--- src/rtl/ldwb_pkg.sv ---
package ldwb_pkg;
  localparam int XLEN  = 32;
  localparam int REGW  = 5;
  localparam int DISPW = 16;

  localparam logic [1:0] AM_DISP  = 2'd0;
  localparam logic [1:0] AM_INDEX = 2'd1;
  localparam logic [1:0] AM_BASE  = 2'd2;

  localparam logic [1:0] SZ_BYTE = 2'd0;
  localparam logic [1:0] SZ_HALF = 2'd1;
  localparam logic [1:0] SZ_WORD = 2'd2;

  localparam logic [1:0] CAUSE_NONE  = 2'd0;
  localparam logic [1:0] CAUSE_ALIGN = 2'd1;
  localparam logic [1:0] CAUSE_FORM  = 2'd2;

  // Address arithmetic for the three modes; codes other than disp/index use the base alone.
  function automatic logic [XLEN-1:0] ea_sum(input logic [XLEN-1:0] base,
                                             input logic [XLEN-1:0] idx,
                                             input logic [DISPW-1:0] disp,
                                             input logic [1:0] amode);
    case (amode)
      AM_DISP:  ea_sum = base + {{(XLEN-DISPW){disp[DISPW-1]}}, disp};
      AM_INDEX: ea_sum = base + idx;
      default:  ea_sum = base;
    endcase
  endfunction

  function automatic logic misaligned(input logic [1:0] lo, input logic [1:0] size);
    case (size)
      SZ_BYTE: misaligned = 1'b0;
      SZ_HALF: misaligned = lo[0];
      default: misaligned = |lo;
    endcase
  endfunction

  function automatic logic [XLEN-1:0] zext(input logic [XLEN-1:0] raw, input logic [1:0] size);
    case (size)
      SZ_BYTE: zext = {{(XLEN-8){1'b0}}, raw[7:0]};
      SZ_HALF: zext = {{(XLEN-16){1'b0}}, raw[15:0]};
      default: zext = raw;
    endcase
  endfunction
endpackage

--- src/rtl/ldwb_addr.sv ---
module ldwb_addr
  import ldwb_pkg::*;
#(
  parameter int AW   = XLEN,
  parameter int RW   = REGW,
  parameter int DW_D = DISPW
) (
  input  logic [RW-1:0]   base_idx,
  input  logic [RW-1:0]   dst_idx,
  input  logic [AW-1:0]   base_val,
  input  logic [AW-1:0]   idx_val,
  input  logic [DW_D-1:0] disp,
  input  logic [1:0]      amode,
  input  logic [1:0]      size,
  input  logic            update,
  input  logic            le,
  input  logic            multi,
  output logic [AW-1:0]   ea,
  output logic            form_bad,
  output logic            align_bad,
  output logic [1:0]      cause
);
  logic          base_is_r0;
  logic [AW-1:0] base_eff;

  assign base_is_r0 = (base_idx == '0);
  // Register 0 as base means literal zero for forms without update.
  assign base_eff   = (base_is_r0 && !update) ? '0 : base_val;
  assign ea         = ea_sum(base_eff, idx_val, disp, amode);

  assign form_bad  = update && (base_is_r0 || (base_idx == dst_idx));
  // Little-endian: single-register misalignment allowed, multiple/string trapped.
  assign align_bad = le ? multi : misaligned(ea[1:0], size);

  always_comb begin
    if (form_bad)       cause = CAUSE_FORM;
    else if (align_bad) cause = CAUSE_ALIGN;
    else                cause = CAUSE_NONE;
  end

  always_comb begin
    if (le && !multi && !form_bad)
      AST_LE_SINGLE_NOTRAP: assert (cause == CAUSE_NONE);
  end
endmodule

--- src/rtl/ldwb_zext.sv ---
module ldwb_zext
  import ldwb_pkg::*;
#(
  parameter int AW = XLEN
) (
  input  logic [AW-1:0] raw,
  input  logic [1:0]    size,
  output logic [AW-1:0] data
);
  assign data = zext(raw, size);
endmodule

--- src/rtl/ldwb_unit.sv ---
module ldwb_unit
  import ldwb_pkg::*;
#(
  parameter int AW   = XLEN,
  parameter int RW   = REGW,
  parameter int DW_D = DISPW
) (
  input  logic            clk,
  input  logic            rst_n,
  input  logic            req_valid,
  output logic            req_ready,
  input  logic [RW-1:0]   req_base_idx,
  input  logic [RW-1:0]   req_dst_idx,
  input  logic [AW-1:0]   req_base_val,
  input  logic [AW-1:0]   req_idx_val,
  input  logic [DW_D-1:0] req_disp,
  input  logic [1:0]      req_amode,
  input  logic [1:0]      req_size,
  input  logic            req_update,
  input  logic            req_le,
  input  logic            req_multi,
  output logic            mem_rd_valid,
  input  logic            mem_rd_ready,
  output logic [AW-1:0]   mem_rd_addr,
  output logic [1:0]      mem_rd_size,
  input  logic            mem_rsp_valid,
  input  logic [AW-1:0]   mem_rsp_data,
  output logic            wb_dst_en,
  output logic [RW-1:0]   wb_dst_idx,
  output logic [AW-1:0]   wb_dst_data,
  output logic            wb_base_en,
  output logic [RW-1:0]   wb_base_idx,
  output logic [AW-1:0]   wb_base_data,
  output logic            exc_valid,
  output logic [1:0]      exc_cause
);
  typedef enum logic [1:0] {S_IDLE, S_RDREQ, S_RDWAIT, S_WB} state_t;
  state_t state;

  logic [AW-1:0] ea_w, ext_w;
  logic          form_bad_w, align_bad_w;
  logic [1:0]    cause_w;

  logic [AW-1:0] addr_q, data_q;
  logic [1:0]    size_q, cause_q;
  logic [RW-1:0] base_idx_q, dst_idx_q;
  logic          upd_q, exc_q;

  // Named events for assertions.
  logic ev_accept, ev_fault, ev_issue, ev_rsp;

  ldwb_addr #(.AW(AW), .RW(RW), .DW_D(DW_D)) u_addr (
    .base_idx (req_base_idx), .dst_idx (req_dst_idx),
    .base_val (req_base_val), .idx_val (req_idx_val),
    .disp     (req_disp),     .amode   (req_amode),
    .size     (req_size),     .update  (req_update),
    .le       (req_le),       .multi   (req_multi),
    .ea       (ea_w),         .form_bad(form_bad_w),
    .align_bad(align_bad_w),  .cause   (cause_w)
  );

  ldwb_zext #(.AW(AW)) u_zext (
    .raw (mem_rsp_data), .size(size_q), .data(ext_w)
  );

  assign req_ready = (state == S_IDLE);
  assign ev_accept = req_valid && req_ready;
  assign ev_fault  = form_bad_w || align_bad_w;
  assign ev_issue  = (state == S_RDREQ) && mem_rd_ready;
  assign ev_rsp    = (state == S_RDWAIT) && mem_rsp_valid;

  always_ff @(posedge clk) begin
    if (!rst_n) begin
      state      <= S_IDLE;
      addr_q     <= '0;
      data_q     <= '0;
      size_q     <= SZ_BYTE;
      cause_q    <= CAUSE_NONE;
      base_idx_q <= '0;
      dst_idx_q  <= '0;
      upd_q      <= 1'b0;
      exc_q      <= 1'b0;
    end else begin
      exc_q <= ev_accept && ev_fault;
      case (state)
        S_IDLE: if (ev_accept) begin
          if (ev_fault) begin
            cause_q <= cause_w;
          end else begin
            state      <= S_RDREQ;
            addr_q     <= ea_w;
            size_q     <= req_size;
            upd_q      <= req_update;
            base_idx_q <= req_base_idx;
            dst_idx_q  <= req_dst_idx;
          end
        end
        S_RDREQ:  if (ev_issue) state <= S_RDWAIT;
        S_RDWAIT: if (ev_rsp) begin
          data_q <= ext_w;
          state  <= S_WB;
        end
        default:  state <= S_IDLE;
      endcase
    end
  end

  assign mem_rd_valid = (state == S_RDREQ);
  assign mem_rd_addr  = addr_q;
  assign mem_rd_size  = size_q;
  assign wb_dst_en    = (state == S_WB);
  assign wb_dst_idx   = dst_idx_q;
  assign wb_dst_data  = data_q;
  assign wb_base_en   = (state == S_WB) && upd_q;
  assign wb_base_idx  = base_idx_q;
  assign wb_base_data = addr_q;
  assign exc_valid    = exc_q;
  assign exc_cause    = cause_q;

  AST_RD_HOLD: assert property (@(posedge clk) disable iff (!rst_n)
    mem_rd_valid && !mem_rd_ready |=> mem_rd_valid && $stable(mem_rd_addr) && $stable(mem_rd_size));
  AST_ZEXT_BYTE: assert property (@(posedge clk) disable iff (!rst_n)
    wb_dst_en && (mem_rd_size == SZ_BYTE) |-> (wb_dst_data[AW-1:8] == '0));
  AST_ZEXT_HALF: assert property (@(posedge clk) disable iff (!rst_n)
    wb_dst_en && (mem_rd_size == SZ_HALF) |-> (wb_dst_data[AW-1:16] == '0));
  AST_BASE_LEGAL: assert property (@(posedge clk) disable iff (!rst_n)
    wb_base_en |-> wb_dst_en && (wb_base_idx != '0) && (wb_base_idx != wb_dst_idx));
  AST_EXC_QUIET: assert property (@(posedge clk) disable iff (!rst_n)
    exc_valid |-> !mem_rd_valid && !wb_dst_en && req_ready && (exc_cause != CAUSE_NONE));
  AST_BUSY_AFTER_ACCEPT: assert property (@(posedge clk) disable iff (!rst_n)
    ev_accept && !ev_fault |=> !req_ready && mem_rd_valid);
endmodule

--- config.mk ---
export PLATFORM = sky130hd
export DESIGN_NAME = ldwb_unit
export DESIGN_NICKNAME = d
export VERILOG_FILES = /design/src/rtl/ldwb_pkg.sv /design/src/rtl/ldwb_addr.sv /design/src/rtl/ldwb_zext.sv /design/src/rtl/ldwb_unit.sv
export SDC_FILE = /design/constraint.sdc
export NUM_CORES = 1
export LEC_CHECK = 0
export BUFFER_PORTS_ARGS = -buffer_cell sky130_fd_sc_hd__buf_2
export CORE_MARGIN = 8
export CORE_UTILIZATION = 44
export DETAILED_ROUTE_END_ITERATION = 12
export MAX_ROUTING_LAYER = met4
export PLACE_DENSITY = 0.77
export SETUP_SLACK_MARGIN = 0.15
export SYNTH_ARGS = -nofsm -noshare
export SYNTH_HDL_FRONTEND = slang
export SYNTH_SLANG_ARGS = --single-unit
--- constraint.sdc ---
create_clock -name clk -period 4.3 [get_ports clk]
set_clock_uncertainty 0.2 [all_clocks]
set_input_delay 0.645 -clock clk [delete_from_list [all_inputs] [get_ports clk]]
set_output_delay 0.645 -clock clk [all_outputs]
set_load 0.03 [all_outputs]
==> impl_metrics.py <==
metrics = {
    "finish": {
        "area_growth_pct": 37.3,
        "layout_commonest_cell": "buf_2",
        "final_cell_mix": "248 x buf_2, 110 x nand2_1, 82 x dfxtp_1",
        "postLayoutCellArea_mm2": 0.00815,
        "nNetsFinal": 1181,
        "fill_cells": 1196,
        "drive_above_1_share_pct": 39.3,
    },
    "timing": {
        "max_slew.worst_pin.slew_ns": 1.07,
        "slew_viol_final": 0,
        "rsz0062_at_grt": "yes",
        "hold_violations": 0,
        "max_freq_ghz": 0.245,
        "period_needed_ns": 4.08,
        "relSlewSlack_pct": 28.7,
        "setup_violations": 0,
        "post-route-period-util_pct": 94.9,
    },
    "global_routing": {
        "grt_max_degree": 61,
        "grt_usage_pct": 22.5,
        "grt_pass1_wl_um": 31900,
        "grt-ovfl-total": 0,
        "grt_pass1_vias": 6375,
        "antenna_found_initial": 1,
    },
    "critical_path": {
        "cp.required_ns": 4.35,
        "cp.arrival_ns": 4.13,
        "slowest_delay_ns": 0.54,
        "worst_setup_path_start_kind": "input port",
        "path_cells": "buf_2 > or4_4 > or3_4 > buf_6 > and2_1 > ha_1 > a2111oi_2 > o21ai_1 > nand4_1 > o2111ai_2 > a2111oi_4 > nor4b_2 > nor3b_1 > nor4b_1",
        "path_max_fanout": 17,
        "crit_slowest_cell": "or4_4",
        "r2r_slack_ns": 1.76,
        "crit_type": "input port to flip-flop",
        "crit_path_end_kind": "flip-flop",
    },
    "clocking": {
        "cts.path.max_buffers": 2,
        "cts_sinks": 82,
        "cts_root_buf": "clkbuf_16",
        "clk_pin_slew_ns": 0.07,
        "cts_made_buffers": 9,
        "htreeDepth": 3,
        "clkLatencyLatePin_ns": 0.34,
        "holdBufCountCts": 0,
        "cts_tree": "yes",
    },
    "logic_synthesis": {
        "synth.distinct_cells": 62,
        "ys.warnings.count": 0,
        "synth-edff-count": 0,
        "syn_area_mm2": 0.00593,
        "yosysSeqAreaShare_pct": 27.7,
        "synthArstFlopShare_pct": 0,
        "synth.net_count": 921,
        "ys_seq_elements": 82,
        "syn_inst": 751,
        "syn_avg_cell_area_um2": 7.90,
        "synth_flop_cell": "dfxtp_1",
    },
    "placed_design": {
        "gp_congestion": 0.921,
        "placement.io_buffers": 248,
        "dpl_cell_area_mm2": 0.00767,
        "place_hpwl_um": 15800,
    },
    "detailed_routing": {
        "dr.pass1.iters": 4,
        "wire_per_inst_um": 16.7,
        "dr_total_vias": 6382,
        "totalWireLength_um": 20000,
        "drc": 0,
        "drt_iter0_drc": 293,
        "postRouteAntennaNets": 0,
        "avgViaCountPerCell": 5.35,
    },
    "hold_path": {
        "hold_class": "flip-flop to flip-flop",
    },
    "power": {
        "powerDensity_mw_per_mm2": 393,
        "ir_drop_mv": 0.197,
        "total_leakage_power_nw": 3.97,
        "total_power_mw": 3.20,
    },
    "floorplan": {
        "ios": 249,
        "die_x_um": 132,
        "die_h_um": 132,
        "dieArea_mm2": 0.0175,
        "coreArea_mm2": 0.0132,
        "fp-row-count": 42,
        "start_util_pct": 45.0,
    },
    "outcome": {
        "run_status": "completed",
    },
    "run": {
        "cap_violations": 0,
    },
}
## through the flow
stage	hold WS (ns)	instances	worst slack [ns]	setup TNS, ns	utilization [%]
after floorplan	0.239	751	-0.117	-0.255	-
after global placement	0.246	1171	-0.111	-1.61	58.2
after detailed placement	0.252	1171	-0.160	-2.87	58.2
after CTS	0.260	1187	0.150	0	60.4
after global routing	0.278	1193	0.0402	0	61.8
final	0.259	1193	0.221	0	61.8
## sequential cells by signal, summed over array words and instances, names as in the netlist
register / flops
wb_dst_idx: 5
exc_valid: 1
exc_cause: 2
wb_base_idx: 5
upd_q: 1
mem_rd_addr: 32
mem_rd_size: 2
state: 2
wb_dst_data: 32
## per-layer routing
| layer | wire (um) | GRT usage (%) |
|---|---|---|
| met3 | 1430 | 5.68 |
| met5 | 0 | - |
| met1 | 8700 | 26.6 |
| met2 | 9590 | 37.7 |
| met4 | 258 | 5.30 |
## power breakdown
part	switching, mW	leakage [nW]	internal, mW	total (mW)
logic	0.919	3.16	0.573	1.49
clock network	0.318	0.143	0.451	0.769
registers	0.0786	0.668	0.862	0.940
total	1.32	3.97	1.89	3.20
## cell type report
cell class	count	area (um2)	area share, %
tap	176	220	2.70
multi-input combinational	574	4060	49.8
sequential	82	1640	20.2
timing repair buffer	326	1860	22.8
inverter	18	67.6	0.829
clock buffer	10	229	2.81
clock inverter	6	65.1	0.799
antenna	1	2.50	0.0307
## worst paths after layout
path                                  end                         start  cells past startpoint
min          wb_dst_data[19]$_SDFFE_PN0P_  wb_dst_data[19]$_SDFFE_PN0P_                      2
max          mem_rd_addr[31]$_SDFFE_PN0P_               req_base_idx[0]                     14
min reg2reg  wb_dst_data[19]$_SDFFE_PN0P_  wb_dst_data[19]$_SDFFE_PN0P_                      2
max reg2reg  wb_dst_data[12]$_SDFFE_PN0P_         state[0]$_SDFFE_PN0P_                      6
## worst max-delay path, delay by kind of cell
family / cells / cell delay [ns]
AO/OA/AOI/OAI: 4 / 1.10
adder cells (fa/ha/maj): 1 / 0.31
AND/OR/NAND/NOR: 7 / 1.79
buffers and inverters: 2 / 0.26
## repair_timing
action | 4_1_cts | 5_1_grt
resized for setup | 1 | 21
endpoints found under the setup margin | 2 | 36
pin swaps | 1 | 13
buffers inserted | 0 | 5
gates cloned | 0 | 0
## synthesized netlist by cell type (3+ instances only)
cell type | instances | share of area, %
dfxtp_1 | 82 | 28
o211ai_1 | 21 | 2.7
o211a_1 | 15 | 2.5
buf_4 | 32 | 4.1
or4_1 | 3 | 0.38
a21boi_0 | 44 | 5.6
nor4_1 | 4 | 0.42
a21o_1 | 23 | 2.9
nor2b_1 | 14 | 1.5
inv_1 | 18 | 1.1
a22oi_1 | 9 | 1.1
a211oi_1 | 6 | 0.76
clkbuf_1 | 41 | 2.6
nand2b_1 | 5 | 0.53
nand3_1 | 24 | 2.0
nand2_1 | 110 | 7.0
nor2_1 | 28 | 1.8
o21bai_1 | 5 | 0.63
o21ai_0 | 30 | 2.5
a21oi_1 | 41 | 3.5
o21a_1 | 6 | 0.76
and2_1 | 34 | 3.6
nor3_1 | 14 | 1.2
a31oi_1 | 8 | 0.84
mux2_2 | 16 | 3.0
o31ai_1 | 3 | 0.38
xnor2_1 | 12 | 1.8
xor2_1 | 13 | 1.9
ha_1 | 35 | 7.4
mux2i_1 | 4 | 0.68
and3_1 | 5 | 0.53
nand4_1 | 3 | 0.32
and2_2 | 3 | 0.38
## cells by family (layout without fill, tap and decap cells)
group                      count (synthesis)  count (layout)  share of synthesized area [%]
AOI/OAI and AO/OA                        235             235                           27.9
xor gates and xnor gates                  25              25                           3.69
adders and majority gates                 36              36                           7.72
buffers and inverters                     95             360                           8.19
DFF                                       82              82                           27.7
muxes                                     20              20                           3.71
other                                      0               1                              0
and+or+nand+nor                          258             258                           21.1
Note: power is estimated with default switching activity, not from simulation.
